## config.mk

```make
export PLATFORM = sky130hd
export DESIGN_NAME = irq_ctrl_top
export DESIGN_NICKNAME = d
export VERILOG_FILES = /design/src/rtl/irq_pkg.sv /design/src/rtl/irq_sync_detect.sv /design/src/rtl/irq_flag_bank.sv /design/src/rtl/irq_global_ctrl.sv /design/src/rtl/irq_ctrl_top.sv
export SDC_FILE = /design/constraint.sdc
export NUM_CORES = 1
export LEC_CHECK = 0
export BUFFER_PORTS_ARGS = -buffer_cell sky130_fd_sc_hd__buf_2
export CORE_MARGIN = 1
export CORE_UTILIZATION = 48
export DETAILED_ROUTE_END_ITERATION = 7
export HOLD_SLACK_MARGIN = 0.08
export PLACE_DENSITY_LB_ADDON = 0.05
export SKIP_CTS_REPAIR_TIMING = 1
export SLEW_MARGIN = 20
export SYNTH_ARGS = -nofsm -noshare
export SYNTH_HDL_FRONTEND = slang
export SYNTH_SLANG_ARGS = --single-unit
```

## constraint.sdc

```tcl
create_clock -name clk -period 4.36 [get_ports clk]
set_clock_uncertainty 0.2 [all_clocks]
set_input_delay 0.872 -clock clk [delete_from_list [all_inputs] [get_ports clk]]
set_output_delay 0.872 -clock clk [all_outputs]
set_load 0.01 [all_outputs]
```

## src/rtl/irq_pkg.sv

```systemverilog
package irq_pkg;
  localparam int ADDR_W = 2;
  localparam logic [ADDR_W-1:0] ADDR_FLAGS = 2'd0;
  localparam logic [ADDR_W-1:0] ADDR_ENABLE = 2'd1;
  localparam logic [ADDR_W-1:0] ADDR_CTRL = 2'd2;
  localparam int CTRL_GIE_BIT = 0;
  localparam int CTRL_EDGE_BIT = 1;
  localparam int SRC_EXT = 0;
  localparam int SRC_PORT = 1;
  localparam int SRC_PERIPH0 = 2;
endpackage

```

## src/rtl/irq_sync_detect.sv

```systemverilog
module irq_sync_detect #(
  parameter int PORT_W = 4
) (
  input  logic              clk,
  input  logic              rst_n,
  input  logic              ext_pin,
  input  logic [PORT_W-1:0] port_in,
  input  logic              edge_rise,
  output logic              ext_evt,
  output logic              port_evt
);
  localparam int W = PORT_W + 1;

  logic [W-1:0] s1_q, s2_q, last_q;
  logic [W-1:0] s1_d, s2_d, last_d;

  always_comb begin
    s1_d   = {port_in, ext_pin};
    s2_d   = s1_q;
    last_d = s2_q;
  end

  always_ff @(posedge clk or negedge rst_n) begin
    if (!rst_n) begin
      s1_q   <= '0;
      s2_q   <= '0;
      last_q <= '0;
    end else begin
      s1_q   <= s1_d;
      s2_q   <= s2_d;
      last_q <= last_d;
    end
  end

  always_comb begin
    if (edge_rise) ext_evt = s2_q[0] & ~last_q[0];
    else           ext_evt = ~s2_q[0] & last_q[0];
    port_evt = |(s2_q[W-1:1] ^ last_q[W-1:1]);
  end
endmodule

```

## src/rtl/irq_flag_bank.sv

```systemverilog
module irq_flag_bank #(
  parameter int NSRC = 6,
  parameter int DW   = 8
) (
  input  logic            clk,
  input  logic            rst_n,
  input  logic [NSRC-1:0] evt,
  input  logic            wr_flags,
  input  logic            wr_enable,
  input  logic [DW-1:0]   wdata,
  output logic [NSRC-1:0] flags,
  output logic [NSRC-1:0] enables
);
  logic [NSRC-1:0] flag_d, en_d;

  for (genvar i = 0; i < NSRC; i++) begin : g_src
    always_comb begin
      flag_d[i] = (wr_flags ? wdata[i] : flags[i]) | evt[i];
      en_d[i]   = wr_enable ? wdata[i] : enables[i];
    end

    always_ff @(posedge clk or negedge rst_n) begin
      if (!rst_n) begin
        flags[i]   <= 1'b0;
        enables[i] <= 1'b0;
      end else begin
        flags[i]   <= flag_d[i];
        enables[i] <= en_d[i];
      end
    end
  end

  // hardware never lowers a flag
  a_r7_no_hw_clear: assert property (@(posedge clk) disable iff (!rst_n)
    !wr_flags |=> (($past(flags) & ~flags) == '0));

  // detected events latch into their flag
  a_r1_event_latches: assert property (@(posedge clk) disable iff (!rst_n)
    (|evt) |=> ((flags & $past(evt)) == $past(evt)));
endmodule

```

## src/rtl/irq_global_ctrl.sv

```systemverilog
module irq_global_ctrl (
  input  logic clk,
  input  logic rst_n,
  input  logic wr_ctrl,
  input  logic wgie,
  input  logic wedge,
  input  logic ack,
  input  logic reti,
  output logic gie,
  output logic edge_rise
);
  logic gie_d, edge_d;

  always_comb begin
    gie_d  = gie;
    edge_d = edge_rise;
    if (wr_ctrl) begin
      gie_d  = wgie;
      edge_d = wedge;
    end
    if (reti) gie_d = 1'b1;
    if (ack)  gie_d = 1'b0;
  end

  always_ff @(posedge clk or negedge rst_n) begin
    if (!rst_n) begin
      gie       <= 1'b0;
      edge_rise <= 1'b0;
    end else begin
      gie       <= gie_d;
      edge_rise <= edge_d;
    end
  end

  // acceptance leaves the global enable low
  a_r3_ack_clears_gie: assert property (@(posedge clk) disable iff (!rst_n)
    ack |=> !gie);

  // a lone return strobe re-arms the global enable
  a_r5_reti_sets_gie: assert property (@(posedge clk) disable iff (!rst_n)
    (reti && !ack) |=> gie);
endmodule

```

## src/rtl/irq_ctrl_top.sv

```systemverilog
module irq_ctrl_top
  import irq_pkg::*;
#(
  parameter int N_PERIPH = 4,
  parameter int PORT_W   = 4,
  parameter int DW       = 8,
  parameter int VEC_W    = 13,
  parameter logic [VEC_W-1:0] VEC_ADDR = 13'h004,
  localparam int NSRC    = SRC_PERIPH0 + N_PERIPH
) (
  input  logic                clk,
  input  logic                rst_n,
  input  logic                ext_pin,
  input  logic [PORT_W-1:0]   port_in,
  input  logic [N_PERIPH-1:0] periph_evt,
  input  logic                reg_we,
  input  logic [ADDR_W-1:0]   reg_addr,
  input  logic [DW-1:0]       reg_wdata,
  output logic [DW-1:0]       reg_rdata,
  input  logic                cpu_ack,
  input  logic                cpu_reti,
  input  logic                cpu_sleep,
  output logic                cpu_irq,
  output logic                wake,
  output logic [VEC_W-1:0]    vector,
  output logic [NSRC-1:0]     pending
);
  logic ext_evt, port_evt, gie, edge_rise;
  logic [NSRC-1:0] evt, flags, enables;
  logic wr_flags, wr_enable, wr_ctrl;

  assign wr_flags  = reg_we && (reg_addr == ADDR_FLAGS);
  assign wr_enable = reg_we && (reg_addr == ADDR_ENABLE);
  assign wr_ctrl   = reg_we && (reg_addr == ADDR_CTRL);

  irq_sync_detect #(.PORT_W(PORT_W)) u_sync (
    .clk(clk), .rst_n(rst_n), .ext_pin(ext_pin), .port_in(port_in),
    .edge_rise(edge_rise), .ext_evt(ext_evt), .port_evt(port_evt)
  );

  assign evt = {periph_evt, port_evt, ext_evt};

  irq_flag_bank #(.NSRC(NSRC), .DW(DW)) u_flags (
    .clk(clk), .rst_n(rst_n), .evt(evt), .wr_flags(wr_flags),
    .wr_enable(wr_enable), .wdata(reg_wdata), .flags(flags), .enables(enables)
  );

  irq_global_ctrl u_gctl (
    .clk(clk), .rst_n(rst_n), .wr_ctrl(wr_ctrl),
    .wgie(reg_wdata[CTRL_GIE_BIT]), .wedge(reg_wdata[CTRL_EDGE_BIT]),
    .ack(cpu_ack), .reti(cpu_reti), .gie(gie), .edge_rise(edge_rise)
  );

  always_comb begin
    reg_rdata = '0;
    case (reg_addr)
      ADDR_FLAGS:  reg_rdata[NSRC-1:0] = flags;
      ADDR_ENABLE: reg_rdata[NSRC-1:0] = enables;
      ADDR_CTRL: begin
        reg_rdata[CTRL_GIE_BIT]  = gie;
        reg_rdata[CTRL_EDGE_BIT] = edge_rise;
      end
      default: reg_rdata = '0;
    endcase
  end

  assign pending = flags & enables;
  assign cpu_irq = gie & (|pending);
  assign wake    = cpu_sleep & (|pending);
  assign vector  = VEC_ADDR;

  // the request is gone in the cycle after acceptance
  a_r2_ack_drops_irq: assert property (@(posedge clk) disable iff (!rst_n)
    cpu_ack |=> !cpu_irq);
endmodule

```

[Word level (Yosys, flattened, before mapping)]
Cells that the tools add are included.
Storage, ports and cells
  bits in registers: 29
  bits in latches: 0
  memory bits (writable): 0
  memory bits (read-only): 0
  input bits: 25
  output and inout port bits: 29
  word-level logic and storage cells: 52
  memories: 0
Operators by class
  add/sub/neg operators: 0
  $mul: 0
  div/mod/pow operators: 0
  $lt $le $gt $ge: 0
  equal/unequal tests: 2
  shift-type cells: 0
  muxes and demuxes: 12
  bitwise gates (word level): 14
  reduce and logical (&&, ||, !) cells: 7
Operator list (count)
  $mux W1: 10
  $pmux W4 S2: 1
  $and A6 B6 Y6: 1
  $or A1 B1 Y1: 6
  $pmux W2 S3: 1
  $reduce_or A6 Y1: 1
  $and A1 B1 Y1: 4
  $reduce_or A4 Y1: 1
  $xor A4 B4 Y4: 1
  $logic_and A1 B1 Y1: 3
  $reduce_bool A3 Y1: 1
  $eq A2 B1 Y1 const B: 1
  $eq A2 B2 Y1 const B: 1
  $logic_not A2 Y1: 1
  $not A1 Y1: 2

[Logic depth before layout (Yosys ltp)]
Gate-level depths: netlist (run 1).
  word-level depth: 5
  gate-level depth with buffers: 4

[Modules after synthesis]
Synthesis (run 1) repeated with hierarchy kept, for this count alone.
Unflattened totals
  cells, all modules: 109
  area, all modules: 1360.1 um2
By module, submodules not included
  irq_flag_bank: instances 1, cells each 32, area each 491.7 um2, sequential area each 300.3 um2
  irq_sync_detect: instances 1, cells each 23, area each 439.2 um2, sequential area each 375.4 um2
  irq_ctrl_top: instances 1, cells each 48, area each 349.1 um2, sequential area each 0.0 um2
  irq_global_ctrl: instances 1, cells each 6, area each 80.1 um2, sequential area each 50.0 um2

[Worst setup path after synthesis (run 1)]
Ideal clock, no wire load.
  path kind: input to output
  start: input port reg_addr[1]
  end: output port reg_rdata[1]
  data arrival time: 1.367 ns
  data required time: 3.288 ns
  setup slack: 1.921 ns
  stages: 3
  path through: buf_4 > mux2i_1 > o2bb2ai_1
Between the ends
  cells in the longest elaborated chain, start to end: 2
  elaborated cells between the ends (all ways): 4
  classes of those cells: eq/ne (2); mux (1); reduce/logical (1)
RTL lines
  from (decl): line irq_ctrl_top.sv:17  | input logic [ADDR_W-1:0] reg_addr,
  $eq A2 B2 Y1 (tied with other cells): line irq_ctrl_top.sv:56  | case (reg_addr)
  $pmux W2 S3 (*): line irq_ctrl_top.sv:56
  to (decl): line irq_ctrl_top.sv:19  | output logic [DW-1:0] reg_rdata,
Every way passes the cells marked *; elsewhere a longest branch is shown, timed or not.

[Worst setup path after layout (run 1)]
  start: register u_flags.flags[5]
  end: output port wake
Between the ends
  cells in the longest elaborated chain, start to end: 3
RTL lines
  from (decl): line irq_flag_bank.sv:11  | output logic [NSRC-1:0] flags,
  from (signal, indexed assignment): line irq_flag_bank.sv:27  | flags[i] <= flag_d[i];
  $and A6 B6 Y6: line irq_ctrl_top.sv:67  | assign pending = flags & enables;
  $reduce_or A6 Y1: line irq_ctrl_top.sv:69  | assign wake = cpu_sleep & (|pending);
  $and A1 B1 Y1: line irq_ctrl_top.sv:69
  to (decl): line irq_ctrl_top.sv:24  | output logic wake,
No other way between the ends.

==> flow_summary.yaml, run 1 <==
logic_synthesis:
  ys_seq_area_share_pct: 55.34
  syn_area_um2: 1311
  async_reset_ff_share_pct: 100.0
  syn_inst: 105
  yosysMostFrequentCell: "dfrtp_1"
  synth.cells.most_frequent: "dfrtp_1 (29), buf_4 (16), and2_1 (8), mux2i_1 (8), mux2_2 (7)"
  synth_top_area_share_pct: 55.34
  avgSynthCellArea_um2: 12.49
  yosys_warnings: 0
  synth_edf_count: 0
  ys_ff_latch: 29
  synth_cell_type_count: 21
  ys.flop_type: "dfrtp_1"
  synth_largest_area_cell: "dfrtp_1"
  synthTopCellsByArea: "dfrtp_1 (55%), buf_4 (9.2%), mux2i_1 (6.1%)"
timing:
  report.final.slew_viol_count: 0
  relSlewSlack_pct: 59.92
  finalCritPeriodShare_pct: 64.42
  min_period_ps: 2809
  setup_viol: 0
  worst_slew_pin_slew_ps: 601.2
  setup_tns_ps: 0
  hold_viol_final: 0
  setup_slack_ps: 1551
  grt_setup_unrepaired: "no"
  fmax_ghz: 0.3560
worst_setup_path:
  start_kind: "flip-flop"
  path_max_fanout: 4
  end_kind: "output pin"
  ff2ff_setup_slack_ps: 3150
  cp.required_ps: 3290
  cp.arrival_ps: 1740
  critPathKind: "flip-flop to output pin"
pwr:
  internal_power_w: 0.0004372
  ir_drop_uv: 278.8
  p_per_area_nw_per_um2: 388.3
  sw_frac_of_total_pct: 25.76
  combPwrFrac_pct: 17.7
  seq_power_share_pct: 52.3
  clock_power_share_pct: 30.0
  p_leak_nw: 0.7302
  power.switching_w: 0.0001517
cells_and_area:
  fillers: 232
  area_growth_pct: 15.65
  final_nets: 169
  antenna_cells: 0
  drive_above_1_share_pct: 35.86
route:
  final_antenna_net_count: 0
  first_pass_iters: 4
  via_count: 855
  drt-vias-per-instance: 4.886
  routed_wirelength_um: 1997
  wl_per_cell_um: 11.41
  drt_iter0_markers: 2
  drc_errors: 0
clock_network:
  cts_made_buffers: 5
  htreeDepth: 2
  cts_tree: "built"
  clockBufferDepth: 2
  clk_pin_slew_ps: 100
  cts-root-buf: "clkbuf_4"
  numClockSinks: 29
  clk_latency_ps: 300
placed_design:
  hpwl_um: 1488
  gp_congestion: 0.7264
  place_ws_ps: 1681
  numPortBuffers: 36
global_routing:
  grt_pass1_wl_um: 3022
  grt_max_degree: 30
  antenna_found_initial: 0
  gr-total-overflow: 0
  grt_pass1_vias: 726
  grtUsageTotal_pct: 15.71
floorplan:
  coreArea_um2: 2522
  dieArea_um2: 2945
  chipWidth_um: 54.27
  num_io_pins: 54
  rows: 18
  die_h_um: 54.27
  start_util_pct: 51.98
status:
  run_status: "completed"
min_path:
  hp-class: "flip-flop to flip-flop"
job:
  maxCapViolCount: 0
==> metal layers <==
metal,part of all wire (%),track usage [%],vias to the layer above
met2,52,28.25,40
met3,6.4,5.000,5
li1,-,-,406
met5,0,0,-
met4,1.8,8.974,0
met1,40,15.74,404
==> power by group through the flow <==
| stage | sequential, W | clock (W) | combinational, W |
|---|---|---|---|
| final | 0.000308 | 0.000177 | 0.000104 |
| after global routing | 0.000312 | 0.000197 | 0.000118 |
| after CTS | 0.000308 | 0.000186 | 0.000106 |
| after detailed placement | 0.000314 | 0 | 0.000106 |
| after global placement | 0.000313 | 0 | 0.000104 |
| after floorplan | 0.000309 | 0 | 0.0000770 |
==> per-stage QoR <==
step	std cells	util [%]	hold slack (ps)	instance area (µm²)	power (W)
4_1_cts	175	60.12	156.0	1516	0.0006004
5_1_grt	175	60.12	157.2	1516	0.0006268
3_5_place_dp	167	57.34	135.8	1446	0.0004196
3_3_place_gp	167	57.34	133.3	1446	0.0004168
2_1_floorplan	118	-	131.2	1360	0.0003864
6_report	175	60.12	151.0	1516	0.0005889
==> flip-flops by register name, indices dropped and copies added (netlist names) <==
register	cells
u_gctl.gie	1
u_sync.s1_q	5
u_flags.enables	6
u_flags.flags	6
u_sync.last_d	5
u_sync.last_q	5
u_gctl.edge_rise	1
==> layout by cell type, fill, tap and decap left out, drive strengths merged <==
cell type	synthesis	final
a211o	4	4
a211oi	1	1
a22o	2	2
and2	8	8
buf	17	36
clkbuf	0	7
clkinv	0	1
conb	2	15
dfrtp	29	29
mux2	7	7
mux2i	8	8
nand2	3	3
nand3b	2	2
nor2	6	6
nor2b	5	5
nor3	1	1
nor3b	1	1
nor4	1	1
o211ai	1	1
o2bb2ai	2	2
or4	1	1
xor2	4	4
==> worst paths after layout <==
check / cells after the start / start / end
setup / recovery: 4 / u_flags.flags[5] / wake
hold / removal: 0 / u_sync.s1_q[0] / u_sync.last_d[0]
setup reg to reg: 3 / u_sync.last_d[4] / u_flags.flags[1]
hold reg to reg: 0 / u_sync.s1_q[0] / u_sync.last_d[0]
max in group asynchronous: 1 / rst_n / u_flags.enables[5]
min in group asynchronous: 1 / rst_n / u_flags.flags[0]
==> cell type report <==
| class | count | area, µm² | share of cell area (%) |
|---|---|---|---|
| Sequential cell | 29 | 725.7 | 47.85 |
| Multi-Input combinational cell | 72 | 503.0 | 33.17 |
| Timing Repair Buffer | 36 | 180.2 | 11.88 |
| Clock buffer | 7 | 65.06 | 4.290 |
| Tap cell | 30 | 37.54 | 2.475 |
| Clock inverter | 1 | 5.005 | 0.3300 |
==> kinds of logic (layout without fill, tap and decap cells) <==
kind of cell / count (synthesis) / after routing / share of synthesized area, %
AO/OA/AOI/OAI: 10 / 10 / 6.489
XOR/XNOR: 4 / 4 / 2.671
buffers and inverters: 17 / 44 / 10.02
flip-flops: 29 / 29 / 55.34
multiplexers: 15 / 15 / 12.12
other: 2 / 15 / 0.5727
AND/OR/NAND/NOR: 28 / 28 / 12.79
==> worst max-delay path: stages, from the launching register on <==
cell	delay [ps]
dfrtp_1	410
a22o_1	240
or4_1	480
and2_1	170
buf_2	130
No activity file was read; power rests on OpenSTA's default activity.
==> run 2, diff against run 1 <==
--- a/config.mk
+++ b/config.mk
@@ -7,7 +7,7 @@
 export LEC_CHECK = 0
 export BUFFER_PORTS_ARGS = -buffer_cell sky130_fd_sc_hd__buf_2
 export CORE_MARGIN = 1
-export CORE_UTILIZATION = 48
+export CORE_UTILIZATION = 47
 export DETAILED_ROUTE_END_ITERATION = 7
 export HOLD_SLACK_MARGIN = 0.08
 export PLACE_DENSITY_LB_ADDON = 0.05
==> constraint.sdc (replaced) <==
create_clock -name clk -period 2.8 [get_ports clk]
set_clock_uncertainty 0.2 [all_clocks]
set_input_delay 0.56 -clock clk [delete_from_list [all_inputs] [get_ports clk]]
set_output_delay 0.56 -clock clk [all_outputs]
set_load 0.01 [all_outputs]
==> flow_summary.yaml, run 2 (synthesis results as in run 1) <==
status:
  run_status: "completed"
min_path:
  hp-class: "input port to flip-flop"
pwr:
  combPwrFrac_pct: 16.5
  p_per_area_nw_per_um2: 642.0
  power.switching_w: 0.0002403
  clock_power_share_pct: 35.1
  internal_power_w: 0.0007494
  ir_drop_uv: 535.2
  seq_power_share_pct: 48.5
  sw_frac_of_total_pct: 24.28
  p_leak_nw: 0.7386
clock_network:
  cts-root-buf: "clkbuf_4"
  numClockSinks: 29
  cts_tree: "built"
  clockBufferDepth: 2
  clk_pin_slew_ps: 100
  clk_latency_ps: 320
  htreeDepth: 2
  cts_made_buffers: 5
timing:
  min_period_ps: 2499
  grt_setup_unrepaired: "no"
  relSlewSlack_pct: 59.32
  setup_viol: 0
  worst_slew_pin_slew_ps: 610.2
  hold_viol_final: 0
  hold_ws_ps: 149.4
  finalCritPeriodShare_pct: 89.26
  setup_tns_ps: 0
  fmax_ghz: 0.4001
  report.final.slew_viol_count: 0
global_routing:
  grtUsageTotal_pct: 15.83
  grt_pass1_wl_um: 3029
  grt_pass1_vias: 706
  antenna_found_initial: 0
  grt_max_degree: 30
  gr-total-overflow: 0
floorplan:
  coreArea_um2: 2567
  chipWidth_um: 54.82
  start_util_pct: 51.07
  num_io_pins: 54
  rows: 18
  dieArea_um2: 3005
  die_h_um: 54.82
route:
  routed_wirelength_um: 2038
  via_count: 863
  drt_iter0_markers: 8
  first_pass_iters: 4
  drc_errors: 0
  drt-vias-per-instance: 4.903
  final_antenna_net_count: 0
  wl_per_cell_um: 11.58
worst_setup_path:
  end_kind: "output pin"
  start_kind: "flip-flop"
  cp.required_ps: 2040
  path_max_fanout: 4
  critPathKind: "flip-flop to output pin"
  cp.arrival_ps: 1740
cells_and_area:
  regArea_um2: 725.7
  fillers: 203
  layout_commonest_cell: "buf_2"
  top_regs: "u_flags.enables (6), u_flags.flags (6)"
  multiInputGateArea_um2: 503.0
  final_cell_mix: "buf_2 (36), dfrtp_1 (29), conb_1 (15)"
  antenna_cells: 0
  area_growth_pct: 17.56
  final_nets: 170
  drive_above_1_share_pct: 34.93
job:
  maxCapViolCount: 0
placed_design:
  gp_congestion: 0.7027
  numPortBuffers: 36
  hpwl_um: 1513
run 2: power groups by stage:
stage | logic, W | clock network (W) | registers [W]
floorplan | 0.000120 | 0 | 0.000482
global placement | 0.000162 | 0 | 0.000487
detailed placement | 0.000165 | 0 | 0.000489
CTS | 0.000165 | 0.000361 | 0.000480
global route | 0.000184 | 0.000379 | 0.000486
finish | 0.000163 | 0.000347 | 0.000480
run 2: worst paths after layout:
kind                                       start                 end  slack (ps)  cells past startpoint
max in group asynchronous                  rst_n  u_flags.enables[2]        1400                      2
worst max-delay path            u_flags.flags[5]             cpu_irq         300                      4
worst min register to register    u_sync.s1_q[2]    u_sync.last_d[2]         160                      0
worst min-delay path                  port_in[1]      u_sync.s1_q[2]         150                      1
worst max register to register  u_sync.last_d[4]    u_flags.flags[1]        1580                      3
min in group asynchronous                  rst_n  u_flags.enables[0]         580                      2
run 2: area by class of cell:
type / instances / share of cell area [%]
Sequential cell: 29 / 47.08
Tap cell: 30 / 2.435
Clock inverter: 1 / 1.948
Multi-Input combinational cell: 72 / 32.63
Clock buffer: 7 / 3.571
Timing Repair Buffer: 37 / 12.34
run 2: critical path: stages, from the launching register on:
cell and delay, ps:
dfrtp_1 410, a22o_1 230, or4_1 480, and2_1 170, buf_2 130
run 2: stage by stage:
stage                     worst slack (ps)  util (%)   power, W  instances  cell area (µm²)
after floorplan                      775.1         -  0.0006016        118             1360
after global placement               655.6     56.34  0.0006487        167             1446
after detailed placement             643.8     56.34  0.0006539        167             1446
after CTS                            267.5     59.65   0.001006        175             1531
after global routing                 195.7     60.04   0.001049        176             1541
final                                300.8     60.04  0.0009897        176             1541
run 2: per-layer routing:
metal	GRT usage (%)	share of wire (%)	vias up
met1	17.17	43	405
li1	-	-	415
met4	6.410	0.74	0
met3	7.500	6.9	2
met5	0	0	-
met2	26.31	50	41
==> run 3, diff against run 2 <==
--- a/config.mk
+++ b/config.mk
@@ -5,9 +5,10 @@
 export SDC_FILE = /design/constraint.sdc
 export NUM_CORES = 1
 export LEC_CHECK = 0
+export ABC_AREA = 1
 export BUFFER_PORTS_ARGS = -buffer_cell sky130_fd_sc_hd__buf_2
 export CORE_MARGIN = 1
-export CORE_UTILIZATION = 47
+export CORE_UTILIZATION = 48
 export DETAILED_ROUTE_END_ITERATION = 7
 export HOLD_SLACK_MARGIN = 0.08
 export PLACE_DENSITY_LB_ADDON = 0.05
==> flow_summary.yaml, run 3 <==
floorplan:
  start_util_pct: 50.32
  coreArea_um2: 2758
  num_io_pins: 54
  chipWidth_um: 55.77
  dieArea_um2: 3110
  die_h_um: 55.77
  rows: 19
cells_and_area:
  final_cell_mix: "nand2_1 (51), buf_2 (36), dfrtp_1 (29)"
  final_nets: 227
  top_regs: "u_flags.enables (6), u_flags.flags (6)"
  fillers: 269
  layout_commonest_cell: "nand2_1"
  drive_above_1_share_pct: 23.76
  antenna_cells: 0
  area_growth_pct: 15.06
  postLayoutCellArea_um2: 1597
worst_setup_path:
  cpMostUsedCell: "buf_2"
  reg2regPathDepth: 4
  cp.arrival_ps: 1420
  reg2reg_to: "u_flags.flags[1]"
  cp.required_ps: 2040
  critPathKind: "input port to output pin"
  start_kind: "input port"
  end_kind: "output pin"
  path_max_fanout: 11
  ff2ff_setup_slack_ps: 1760
  r2r_start: "u_sync.last_d[3]"
  cpPeakStageDelay_ps: 290
  slowest_stage: "nor2_4"
  crit_path_cell_trace: "buf_2 > inv_1 > nor2_4 > nand2_1 > o211ai_1 > buf_2"
logic_synthesis:
  synth_top_area_share_pct: 52.30
  async_reset_ff_share_pct: 100.0
  synth_largest_area_cell: "dfrtp_1"
  synth-compound-area-share_pct: 6.673
  avgSynthCellArea_um2: 8.513
  ys.flop_type: "dfrtp_1"
  synth_fa_ha_area_share_pct: 0
  synth-xor-area-share_pct: 0
  yosys.area_share.simple_pct: 23.72
  yosysMostFrequentCell: "nand2_1"
  synth_top_family_by_area: "simple AND/OR/NAND/NOR gates"
  synth_cell_type_count: 18
  synth.cells.most_frequent: "nand2_1 (51), dfrtp_1 (29), inv_1 (26), buf_4 (16), nand3_1 (12)"
  synth_edf_count: 0
  syn_area_um2: 1388
  syn_inst: 163
  muxShareOfSynthArea_pct: 0
  yosys_warnings: 0
  ys_ff_latch: 29
  ys_seq_area_share_pct: 52.30
  synthTopCellsByArea: "dfrtp_1 (52%), nand2_1 (14%), buf_4 (8.7%)"
clock_network:
  clk_pin_slew_ps: 90
  clk_latency_ps: 320
  numClockSinks: 29
  cts_tree: "built"
  clockBufferDepth: 2
  htreeDepth: 2
  cts_made_buffers: 5
  cts-root-buf: "clkbuf_4"
pwr:
  p_per_area_nw_per_um2: 601.0
  ir_drop_uv: 607.0
  p_leak_nw: 0.9475
global_routing:
  gr-total-overflow: 0
  grtUsageTotal_pct: 18.30
  antenna_found_initial: 0
  grt_pass1_vias: 1052
  grt_pass1_wl_um: 4291
  grt_max_degree: 30
timing:
  finalCritPeriodShare_pct: 77.99
  relSlewSlack_pct: 58.01
  worst_slew_pin_slew_ps: 629.9
  setup_viol: 0
  fmax_ghz: 0.4579
  min_period_ps: 2184
  hold_ws_ps: 51.07
  hold_viol_final: 0
  setup_tns_ps: 0
  grt_setup_unrepaired: "no"
  report.final.slew_viol_count: 0
route:
  first_pass_iters: 4
  wl_per_cell_um: 10.72
  final_antenna_net_count: 0
  drt_iter0_markers: 17
  drc_errors: 0
  drt-vias-per-instance: 4.700
  routed_wirelength_um: 2497
  via_count: 1095
placed_design:
  placed_area_um2: 1524
  hpwl_um: 1807
  gp_congestion: 0.7856
  numPortBuffers: 36
status:
  run_status: "completed"
job:
  maxCapViolCount: 0
min_path:
  hp-class: "input port to async pin"
run 3: how the worst max path moves through the flow:
| stage | startpoint | end | slack [ps] |
|---|---|---|---|
| 2_1_floorplan | reg_addr[0] | reg_rdata[2] | 960 |
| 4_1_cts | reg_addr[0] | reg_rdata[1] | 620 |
| 5_1_grt | reg_addr[0] | reg_rdata[1] | 530 |
| 3_3_place_gp | reg_addr[0] | reg_rdata[1] | 640 |
| 3_5_place_dp | reg_addr[0] | reg_rdata[1] | 620 |
| 6_report | reg_addr[0] | reg_rdata[1] | 620 |
run 3: area by class of cell:
type / instances / area (µm²) / area share (%)
inverter: 27 / 101.3 / 6.348
sequential: 29 / 725.7 / 45.45
tap: 31 / 38.79 / 2.429
timing repair buffer: 36 / 180.2 / 11.29
clock buffer: 5 / 37.54 / 2.351
clock inverter: 2 / 35.03 / 2.194
multi-input combinational: 103 / 478.0 / 29.94
run 3: logic make-up (layout without fill, tap and decap cells):
logic type / after synthesis / in the layout
and+or+nand+nor: 73 / 73
buffers and inverters: 44 / 70
DFF: 29 / 29
AOI/OAI and AO/OA: 15 / 15
other: 2 / 15
run 3: per-layer routing:
metal,vias to the layer above,global-route usage (%),wire length (µm)
li1,546,-,-
met1,499,20.83,1123
met2,44,30.46,1193
met3,6,7.907,149
met4,0,6.786,31
met5,-,0,0
run 3: worst max-delay path, delay by kind of cell:
kind / cells / cell delay (ps)
and+or+nand+nor: 2 / 380
AOI/OAI and AO/OA: 1 / 110
buffers and inverters: 3 / 370
run 3: power by group:
part           internal (W)  total [W]  switching (W)
Clock              0.000182   0.000320       0.000138
Combinational     0.0000634   0.000164       0.000101
Sequential         0.000452   0.000476      0.0000234
Total              0.000697   0.000959       0.000262
run 3: through the flow:
| step | total power (W) | cells | utilization [%] | worst slack [ps] |
|---|---|---|---|---|
| final | 0.0009595 | 233 | 57.89 | 616.2 |
| after global routing | 0.001016 | 233 | 57.89 | 527.7 |
| after CTS | 0.0009732 | 233 | 57.89 | 620.8 |
| after detailed placement | 0.0006494 | 226 | 55.26 | 615.8 |
| after global placement | 0.0006443 | 226 | 55.26 | 636.6 |
| after floorplan | 0.0005962 | 176 | - | 963.4 |
